$ cat config.mk
export PLATFORM = sky130hd
export DESIGN_NAME = irq_entry_seq
export DESIGN_NICKNAME = d
export VERILOG_FILES = /design/src/rtl/irq_entry_seq.sv
export SDC_FILE = /design/constraint.sdc
export NUM_CORES = 1
export LEC_CHECK = 0
export ABC_AREA = 1
export BUFFER_PORTS_ARGS = -buffer_cell sky130_fd_sc_hd__buf_2
export CORE_AREA = 2 2 77 79
export CTS_CLUSTER_SIZE = 16
export DETAILED_ROUTE_END_ITERATION = 8
export DIE_AREA = 0 0 79 81
export GPL_TIMING_DRIVEN = 0
export HOLD_SLACK_MARGIN = 0.03
export PLACE_DENSITY_LB_ADDON = 0.25
export SYNTH_ARGS = -nofsm -noshare
export SYNTH_HDL_FRONTEND = slang
export SYNTH_SLANG_ARGS = --single-unit
$ cat constraint.sdc
create_clock -name clk -period 2.7 [get_ports clk]
set_input_delay 0.675 -clock clk [delete_from_list [all_inputs] [get_ports clk]]
set_output_delay 0.675 -clock clk [all_outputs]
set_load 0.05 [all_outputs]
$ cat src/rtl/irq_entry_seq.sv
module irq_entry_seq #(
  parameter int          INT_CYCLES = 2,
  parameter logic [7:0]  STACK_PAGE = 8'h01,
  parameter logic [15:0] VECTOR_LO  = 16'hFFFE
) (
  input  logic        clk,
  input  logic        rst_n,
  input  logic        irq_n,
  input  logic        boundary,
  input  logic        sei_stb,
  input  logic        cli_stb,
  input  logic [15:0] pc_cur,
  input  logic [7:0]  sp_cur,
  input  logic [7:0]  flags_cur,
  input  logic [7:0]  mem_rdata,
  output logic [15:0] mem_addr,
  output logic [7:0]  mem_wdata,
  output logic        mem_we,
  output logic        mem_re,
  output logic        pc_wr_en,
  output logic [15:0] pc_next,
  output logic        sp_wr_en,
  output logic [7:0]  sp_next,
  output logic        i_flag,
  output logic        busy
);
  localparam int LAST = INT_CYCLES + 4;
  localparam int CW   = $clog2(LAST + 1);
  localparam logic [CW-1:0] P_PCH = CW'(INT_CYCLES);
  localparam logic [CW-1:0] P_PCL = CW'(INT_CYCLES + 1);
  localparam logic [CW-1:0] P_ST  = CW'(INT_CYCLES + 2);
  localparam logic [CW-1:0] P_VL  = CW'(INT_CYCLES + 3);
  localparam logic [CW-1:0] P_VH  = CW'(LAST);

  logic [CW-1:0] phase;
  logic [15:0]   pc_q;
  logic [7:0]    sp_q, flags_q, vlo_q;
  logic          i_q, busy_q;

  wire start    = !busy_q && boundary && !irq_n && !i_q;
  wire in_push  = busy_q && phase >= P_PCH && phase <= P_ST;
  wire in_read  = busy_q && (phase == P_VL || phase == P_VH);
  wire [7:0] status_img = (flags_q & 8'hCB) | 8'h20 | {5'b0, i_q, 2'b0};

  always_ff @(posedge clk) begin
    if (!rst_n) begin
      busy_q  <= 1'b0;
      phase   <= '0;
      pc_q    <= '0;
      sp_q    <= '0;
      flags_q <= '0;
      vlo_q   <= '0;
    end else if (start) begin
      busy_q  <= 1'b1;
      phase   <= '0;
      pc_q    <= pc_cur;
      sp_q    <= sp_cur;
      flags_q <= flags_cur;
    end else if (busy_q) begin
      if (phase == P_VH) busy_q <= 1'b0;
      else               phase  <= phase + 1'b1;
      if (phase == P_VL) vlo_q <= mem_rdata;
    end
  end

  always_ff @(posedge clk) begin
    if (!rst_n)                         i_q <= 1'b1;
    else if (busy_q && phase == P_ST)   i_q <= 1'b1;
    else if (sei_stb)                   i_q <= 1'b1;
    else if (cli_stb)                   i_q <= 1'b0;
  end

  always_comb begin
    mem_addr  = '0;
    mem_wdata = '0;
    if (in_push) begin
      mem_addr = {STACK_PAGE, sp_q - 8'(phase - P_PCH)};
      case (phase)
        P_PCH:   mem_wdata = pc_q[15:8];
        P_PCL:   mem_wdata = pc_q[7:0];
        default: mem_wdata = status_img;
      endcase
    end else if (in_read) begin
      mem_addr = (phase == P_VL) ? VECTOR_LO : VECTOR_LO + 16'd1;
    end
  end

  assign mem_we   = in_push;
  assign mem_re   = in_read;
  assign pc_wr_en = busy_q && phase == P_VH;
  assign pc_next  = {mem_rdata, vlo_q};
  assign sp_wr_en = pc_wr_en;
  assign sp_next  = sp_q - 8'd3;
  assign i_flag   = i_q;
  assign busy     = busy_q;


  take_when_enabled_chk: assert property (@(posedge clk) disable iff (!rst_n)
    (!busy && boundary && !irq_n && !i_flag) |=> busy);

  no_take_when_masked_chk: assert property (@(posedge clk) disable iff (!rst_n)
    (!busy && boundary && (irq_n || i_flag)) |=> !busy);

  no_take_off_boundary_chk: assert property (@(posedge clk) disable iff (!rst_n)
    (!busy && !boundary) |=> !busy);

  idle_first_cycle_chk: assert property (@(posedge clk) disable iff (!rst_n)
    $rose(busy) |-> (!mem_we && !mem_re));

  bus_exclusive_chk: assert property (@(posedge clk) disable iff (!rst_n)
    !(mem_we && mem_re));

  masked_at_load_chk: assert property (@(posedge clk) disable iff (!rst_n)
    pc_wr_en |-> i_flag);

  low_byte_first_chk: assert property (@(posedge clk) disable iff (!rst_n)
    pc_wr_en |-> ($past(mem_re) && $past(mem_addr) == VECTOR_LO));

  done_after_load_chk: assert property (@(posedge clk) disable iff (!rst_n)
    pc_wr_en |=> !busy);
endmodule

==> impl_metrics.ini, run 1 <==
[floorplan]
rows = 28
core_sq_um = 5675
die-area_sq_um = 6399
die_h_um = 81
ios = 100
start_util_pct = 42.75
dieWidth_um = 79

[timing]
setup_viol = 0
finalHoldViolCount = 0
period_needed_ns = 2.651
fin_worst_skew_ns = 0.005312
rsz0062_at_grt = true
maxSlewViolCount = 0
slew_headroom_pct = 71.10
fmax_ghz = 0.3772
fin_crit_sh_pct = 98.18
worst_pin_slew_ns = 0.4290

[global_routing]
grt_pass1_wl_um = 10090
grt_max_degree = 15
grt_pass1_vias = 2240
grt.overflow.total = 0
antenna_found_initial = 0
grt_usage_pct = 19.91

[layout]
drive_gt1_share_pct = 40.41
syn_to_final_growth_pct = 41.10
diodes = 0
fillers = 540
nets = 504
design_area_sq_um = 3423

[drt]
vias = 2499
drc = 0
drtAntennaViolNets = 0
wl_per_cell_um = 12.51
routed_wl_um = 6481
viasPerCell = 4.824
drtIter0Drc = 91
first_pass_iters = 4

[worst_setup_path]
cp-end-kind = output port
critical_path_class = register to output port
startpoint_type = register
regToRegSetupSlack_ns = 1.09
required_ns = 2.03
cp_data_arrival_time_ns = 1.98
r2r-end = vlo_q[4]
cp_max_fo = 5
crit_path_end = mem_addr[3]
startpoint = phase[1]
rr_startpoint = phase[1]
rr_worst_depth = 7

[pwr]
p_per_area_nw_per_um2 = 402.3
peakVddDrop_mv = 0.2558
total_leakage_power_nw = 1.553
finalPower_w = 0.001377

[logic_synthesis]
yosys.cell_types.count = 36
syn_nets = 396
synth_top_area_share_pct = 34.66
yosysSeqAreaShare_pct = 34.66
async_flop_share_pct = 0
ys_warn_count = 0
synth_area_sq_um = 2426
syn_inst = 334
synth-seq-cells = 42
synth_ff_type = dfxtp_1
syn_avg_cell_area_sq_um = 7.264
ys_top_cells_by_area = dfxtp_1 35%, nor2_1 8.7%, ha_1 7.7%, o21ai_0 7.2%, nand2_1 6.3%
synth_edf_count = 0
yosys.area.top_type = dfxtp_1

[flow_run]
maxCapViolCount = 0

[placed_design]
dpl-instance-area_sq_um = 3060
io_buffers = 96
routabilityCongestion = 0.8324
hpwl_um = 4761

[clocking]
numCtsBuffers = 5
cts.root.buffer_cell = clkbuf_8
insertion_delay_ns = 0.29
cts_tree = built
htreeDepth = 2
clock_sinks = 42
clk_path_buf_depth = 2
cts.reportedPaths.clkPinSlew_ns = 0.08

[outcome]
status = complete, no violations

[hold_path]
hold_class = register to register
-- through the flow --
step / cells / utilization (%) / hold slack, ns / setup WS [ns] / setup TNS, ns
after floorplan: 334 / - / 0.4542 / -0.07577 / -0.4546
after global placement: 505 / 53.92 / 0.4462 / -0.1615 / -1.194
after detailed placement: 505 / 53.92 / 0.4601 / -0.1915 / -1.747
after CTS: 514 / 58.07 / 0.4729 / 0.0003655 / 0
after global routing: 518 / 60.32 / 0.4819 / -0.03514 / -0.1650
final: 518 / 60.32 / 0.4692 / 0.04920 / 0
-- state kept, by name, summed over array words and instances (netlist names) --
signal / cells
vlo_q: 8
flags_q: 5
busy: 1
i_flag: 1
sp_q: 8
phase: 3
pc_q: 16
-- power breakdown --
part	switching [W]	internal (W)	total [W]	leakage, nW
Combinational	0.000148	0.0000853	0.000233	1.16
Clock	0.000225	0.000275	0.000500	0.0504
Sequential	0.0000116	0.000632	0.000643	0.342
-- worst max-delay path, cell delays in order, from the launching register on --
cell     delay [ns]
dfxtp_4        0.38
inv_6          0.05
ha_4           0.27
ha_4           0.20
or2_4          0.24
and2_4         0.17
nand2_2        0.05
nand2_2        0.05
o21ai_4        0.11
buf_6          0.17
-- placed cells by master (no fill, tap or decap), types with 2 or more instances in the layout --
cell	count
nand3_1	17
o21ai_2	8
clkinvlp_4	3
a21oi_2	6
inv_4	3
nor2_2	2
dfxtp_2	3
dfxtp_1	38
a21oi_1	21
a22oi_1	6
buf_2	82
nand2_1	38
o21ai_0	32
nand4_1	2
buf_6	9
clkinv_1	2
buf_4	26
nor2_1	55
ha_1	8
nand2_2	2
clkbuf_4	4
xor2_1	6
o211ai_1	2
inv_1	24
inv_2	2
clkbuf_8	5
clkbuf_1	6
ha_4	6
nor3_1	3
-- worst min path at each step --
stage / from / end / slack [ns] / cells after the start
after floorplan: pc_q[5] / pc_q[5] / 0.45 / 2
after global placement: vlo_q[7] / vlo_q[7] / 0.45 / 2
after detailed placement: vlo_q[7] / vlo_q[7] / 0.46 / 2
after CTS: vlo_q[1] / vlo_q[1] / 0.47 / 2
after global routing: vlo_q[1] / vlo_q[1] / 0.48 / 2
final: vlo_q[1] / vlo_q[1] / 0.47 / 2
-- timing repair --
action,in CTS,in global routing
setup endpoints to repair,22,19
pin swaps,0,1
resized for setup,32,28
hold buffers,0,0
buffers inserted,2,4
-- layer usage --
metal / global-route usage [%] / wire length (um)
met1: 25.00 / 2853
met2: 34.75 / 3235
met3: 3.444 / 291
met4: 6.552 / 99
met5: 0 / 0
-- cells by family after synthesis --
kind of cell | Yosys count | share of synthesized area, %
simple gates | 127 | 22.07
compound gates | 81 | 19.60
buf+inv | 61 | 12.58
fa+ha+maj | 16 | 8.561
xor+xnor | 7 | 2.527
flops | 42 | 34.66
-- Yosys cell counts (all sizes together), types with 6 or more instances --
cell type	instances
inv	31
buf	21
clkbuf	7
dfxtp	42
ha	15
o21ai	41
xor2	6
nand3	18
a22oi	6
a21oi	28
nand2	42
nor2	57
-- cell type report --
| type | instances | area [sq um] | share of cell area (%) |
|---|---|---|---|
| timing repair buffer | 102 | 604.3 | 17.65 |
| buffer | 27 | 175.2 | 5.117 |
| sequential | 42 | 848.3 | 24.78 |
| clock inverter | 3 | 45.04 | 1.316 |
| multi-input combinational | 231 | 1448 | 42.29 |
| inverter | 33 | 140.1 | 4.094 |
| clock buffer | 5 | 68.82 | 2.010 |
| tap | 75 | 93.84 | 2.741 |
No activity file was read; power rests on OpenSTA's default activity.
==> inputs of run 2 (changes only) <==
Settings changed: RECOVER_POWER set to 100.
==> impl_metrics.ini, run 2 (synthesis gave the netlist of run 1 again) <==
[worst_setup_path]
startpoint_type = register
cp_max_fo = 5
required_ns = 2.03
crit_buf_inv = 2
cpPeakStageDelay_ns = 0.38
cp_cell_sequence = inv_6 > ha_4 > ha_4 > or2_4 > and2_4 > nand2_2 > nand2_2 > o21ai_4 > buf_6
crit_family = simple AND/OR/NAND/NOR gates
cp-end-kind = output port
slowest_stage = dfxtp_4
critical_path_class = register to output port
cp_data_arrival_time_ns = 1.98

[layout]
final_cell_mix = 71 x buf_2, 55 x nor2_1, 38 x nand2_1, 38 x dfxtp_1, 32 x o21ai_0
fin_util_pct = 59.96
largest-register = pc_q
mostFrequentLayoutCell = buf_2
drive_gt1_share_pct = 37.47
syn_to_final_growth_pct = 40.28
fillers = 541
largest_reg_flops = 16
nets = 504
diodes = 0
largest_registers = pc_q: 16 flops, sp_q: 8 flops, vlo_q: 8 flops

[placed_design]
routabilityCongestion = 0.8324
pre_cts_ws_ns = -0.1915
hpwl_um = 4761
io_buffers = 96

[timing]
timing.hold.ws_ns = 0.4723
fin_worst_skew_ns = 0.004030
rsz0062_at_grt = true
postLayoutSetupSlackWorst_ns = 0.04910
setup-tns-final_ns = 0
fmax_ghz = 0.3772
period_needed_ns = 2.651
setup_viol = 0
fin_crit_sh_pct = 98.18
worst_pin_slew_ns = 0.6029
finalHoldViolCount = 0
maxSlewViolCount = 0
slew_headroom_pct = 59.98

[global_routing]
grt.overflow.total = 0
grt_max_degree = 15
grt_pass1_wl_um = 10090
antenna_found_initial = 0
grt_pass1_vias = 2240
grt_usage_pct = 19.91

[floorplan]
rows = 28
dieWidth_um = 79
ios = 100
die-area_sq_um = 6399
die_h_um = 81
core_sq_um = 5675
start_util_pct = 42.75

[clocking]
clock_sinks = 42
cts.reportedPaths.clkPinSlew_ns = 0.08
cts_tree = built
numCtsBuffers = 5
cts.root.buffer_cell = clkbuf_8
htreeDepth = 2
clk_path_buf_depth = 2
insertion_delay_ns = 0.29

[outcome]
status = complete, no violations

[pwr]
p_per_area_nw_per_um2 = 404.1
peakVddDrop_mv = 0.2574
finalPower_w = 0.001375
total_leakage_power_nw = 1.507

[drt]
drc = 0
vias = 2489
first_pass_iters = 4
wl_per_cell_um = 12.51
drtIter0Drc = 79
drtAntennaViolNets = 0
viasPerCell = 4.805
routed_wl_um = 6480

[flow_run]
maxCapViolCount = 0

[hold_path]
hold_class = register to register
[run 2: cell types whose count changed in the layout (fill, tap and decap cells not counted)]
cell / change
buf_2: -11
clkbuf_1: +12
clkbuf_2: -1
nand3_1: +1
nand3_2: -1
[run 2: stage by stage]
| stage | cells | cell area, sq um |
|---|---|---|
| global route | 518 | 3403 |
| global placement | 505 | 3060 |
| floorplan | 334 | 2486 |
| CTS | 514 | 3296 |
| finish | 518 | 3403 |
| detailed placement | 505 | 3060 |
[run 2: timing repair]
item / CTS / global route
cloned: 0 / 0
resized for setup: 32 / 28
buffers inserted: 2 / 4
hold buffers: 0 / 0
pin swaps: 0 / 1
endpoints found under the setup margin: 22 / 19
[run 2: worst reg2reg max path, delay by kind of cell, from the launching register on]
family	cells	cell delay (ns)
and+or+nand+nor	3	0.55
DFF	1	0.38
buffers and inverters	2	0.35
adders and majority gates	1	0.16
AOI/OAI and AO/OA	1	0.13
[run 2: final timing paths]
path | start | slack [ns] | to | depth (start not counted)
hold / removal | vlo_q[1] | 0.47 | vlo_q[1] | 2
setup / recovery | phase[1] | 0.05 | mem_addr[3] | 9
setup reg to reg | phase[1] | 1.08 | vlo_q[4] | 7
hold reg to reg | vlo_q[1] | 0.47 | vlo_q[1] | 2
[run 2: cell type report]
| cell class | count | area [sq um] | share of cell area [%] |
|---|---|---|---|
| Inverter | 33 | 140.1 | 4.118 |
| Buffer | 27 | 173.9 | 5.110 |
| Clock inverter | 3 | 45.04 | 1.324 |
| Tap cell | 75 | 93.84 | 2.757 |
| Multi-Input combinational cell | 231 | 1443 | 42.39 |
| Timing Repair Buffer | 102 | 590.6 | 17.35 |
| Sequential cell | 42 | 848.3 | 24.93 |
| Clock buffer | 5 | 68.82 | 2.022 |
[run 2: power breakdown]
group | internal (W) | switching (W) | total [W]
combinational | 0.0000845 | 0.000147 | 0.000232
sequential | 0.000632 | 0.0000116 | 0.000643
clock | 0.000275 | 0.000225 | 0.000500
[run 2: per-layer routing]
| layer | GRT usage, % | part of all wire (%) | up-vias |
|---|---|---|---|
| li1 | - | - | 1301 |
| met1 | 25.00 | 44 | 1108 |
| met2 | 34.75 | 50 | 70 |
| met3 | 3.444 | 4.9 | 10 |
| met4 | 6.552 | 1.5 | 0 |
| met5 | 0 | 0 | - |
==> inputs of run 3 (changes only) <==
Settings changed: CELL_PAD_IN_SITES_DETAIL_PLACEMENT set to 1, CELL_PAD_IN_SITES_GLOBAL_PLACEMENT set to 1, CORE_AREA 2 2 77 79 to 2 2 89 91, DIE_AREA 0 0 79 81 to 0 0 91 93, GPL_TIMING_DRIVEN 0 to 1, RECOVER_POWER 100 to unset.
==> impl_metrics.ini, run 3 (synthesis gave the netlist of run 1 again) <==
[hold_path]
hold_end = vlo_q[2]
hold_start = vlo_q[2]
worst_hold_path.num_cells = 2
hold_class = register to register

[placed_design]
hpwl_um = 5311
dpl-instance-area_sq_um = 3005
routabilityCongestion = 0.7756
io_buffers = 96
pre_cts_ws_ns = 0.06867

[floorplan]
start_util_pct = 32.23
die_h_um = 93
die-area_sq_um = 8463
ios = 100
rows = 32
core_sq_um = 7527
dieWidth_um = 91

[global_routing]
grt_pass1_wl_um = 11720
grt_pass1_vias = 2473
grt_use_met1_pct = 21.23
grt_busiest_layer = met2
grt_usage_pct = 16.76
met3_usage_pct = 2.417
grt.overflow.total = 0
antenna_found_initial = 0
grtUsageMet2_pct = 30.00
grt_max_degree = 34

[worst_setup_path]
cp_cell_sequence = inv_2 > ha_4 > ha_4 > or2_4 > and2_4 > nand2_2 > nand2_2 > o21ai_4 > buf_6
critical_path_class = register to output port
startpoint_type = register
cp-end-kind = output port
required_ns = 2.03
rr_worst_depth = 6
cpPeakStageDelay_ns = 0.34
cp_max_fo = 3
cp_data_arrival_time_ns = 1.95
slowest_stage = dfxtp_2
rr_startpoint = busy
regToRegSetupSlack_ns = 0.99
r2r-end = pc_q[1]

[pwr]
total_leakage_power_nw = 1.489
finalPower_w = 0.001258
p_int_w = 0.0008925
combPwrFrac_pct = 18.4
switching_share_pct = 29.04
peakVddDrop_mv = 0.1625
p_per_area_nw_per_um2 = 373.4
power.share.clock_pct = 30.4
power_frac_seq_pct = 51.2
power_switching_w = 0.0003652

[timing]
fin_crit_sh_pct = 97.27
postLayoutSetupSlackWorst_ns = 0.07371
fmax_ghz = 0.3808
slew_headroom_pct = 66.13
setup_viol = 0
setup-tns-final_ns = 0
maxSlewViolCount = 0
finalHoldViolCount = 0
period_needed_ns = 2.626
worst_pin_slew_ns = 0.5081
fin_worst_skew_ns = 0.003051

[clocking]
cts.root.buffer_cell = clkbuf_8
holdBufCountCts = 0
htreeDepth = 2
clk_path_buf_depth = 2
numCtsBuffers = 5
clock_sinks = 42
insertion_delay_ns = 0.29
cts.reportedPaths.clkPinSlew_ns = 0.08
cts_tree = built

[layout]
largest_reg_flops = 16
largest-register = pc_q
multi_input_area_sq_um = 1459
design_area_sq_um = 3368
fin_util_pct = 44.75
largest_registers = pc_q: 16 flops, sp_q: 8 flops, vlo_q: 8 flops
syn_to_final_growth_pct = 38.83
fillers = 988
final_cell_mix = 82 x buf_2, 55 x nor2_1, 38 x dfxtp_1
drive_gt1_share_pct = 39.76
seq_area_sq_um = 845.8
nets = 487
mostFrequentLayoutCell = buf_2
diodes = 0

[flow_run]
maxCapViolCount = 0

[drt]
vias = 2475
drtIter0Drc = 70
first_pass_iters = 4
routed_wl_um = 7249
drc = 0
wl_per_cell_um = 13.76
viasPerCell = 4.696
drtAntennaViolNets = 0

[outcome]
status = complete, no violations
-- run 3: cell count changes in the layout (fill, tap and decap cells not counted), sizes merged --
cell / previous run / this run
clkbuf: 27 / 8
buf: 107 / 111
clkinvlp: 3 / 1
bufinv: 1 / 0
-- run 3: metal layers --
layer  vias to the layer above  share of wire (%)
met2                        56                 52
met3                         8                3.5
met4                         0                1.3
li1                       1264                  -
met5                         -                  0
met1                      1147                 44
-- run 3: area by class of cell --
type	count	area share [%]
multi-input combinational	231	43.31
sequential	42	25.11
timing repair buffer	112	21.43
inverter	33	4.086
tap	102	3.789
clock buffer	7	2.266
-- run 3: worst max-delay path: cells and delay by family, from the launching register on --
kind            cells  cell delay, ns
compound gates      1            0.12
buf+inv             2            0.22
simple gates        4            0.53
flops               1            0.34
fa+ha+maj           2            0.46
-- run 3: worst max-delay path by stage --
| stage | to | slack [ns] | depth (start not counted) | start |
|---|---|---|---|---|
| after detailed placement | mem_addr[3] | 0.07 | 9 | phase[1] |
| after global placement | mem_addr[3] | 0.10 | 9 | phase[1] |
| after CTS | mem_addr[15] | -0.01 | 10 | phase[1] |
| after floorplan | mem_addr[10] | -0.08 | 7 | phase[1] |
| final | mem_addr[3] | 0.07 | 9 | phase[1] |
| after global routing | mem_addr[7] | -0.007 | 11 | phase[2] |
-- run 3: what timing repair did --
action	CTS	global route
hold endpoints to repair	0	0
setup buffers	0	4
endpoints found under the setup margin	20	22
resized for setup	34	35
pin swaps	4	9
-- run 3: power by group through the flow --
stage / Combinational [W] / Clock (W) / Sequential (W)
detailed placement: 0.000215 / 0 / 0.000657
global placement: 0.000211 / 0 / 0.000656
CTS: 0.000225 / 0.000396 / 0.000643
floorplan: 0.000147 / 0 / 0.000659
global route: 0.000254 / 0.000414 / 0.000646
finish: 0.000231 / 0.000383 / 0.000644
-- run 3: through the flow --
step	cells	hold slack, ns
6_report	527	0.4623
4_1_cts	523	0.4644
3_5_place_dp	516	0.4542
5_1_grt	527	0.4854
3_3_place_gp	516	0.4468
2_1_floorplan	334	0.4542
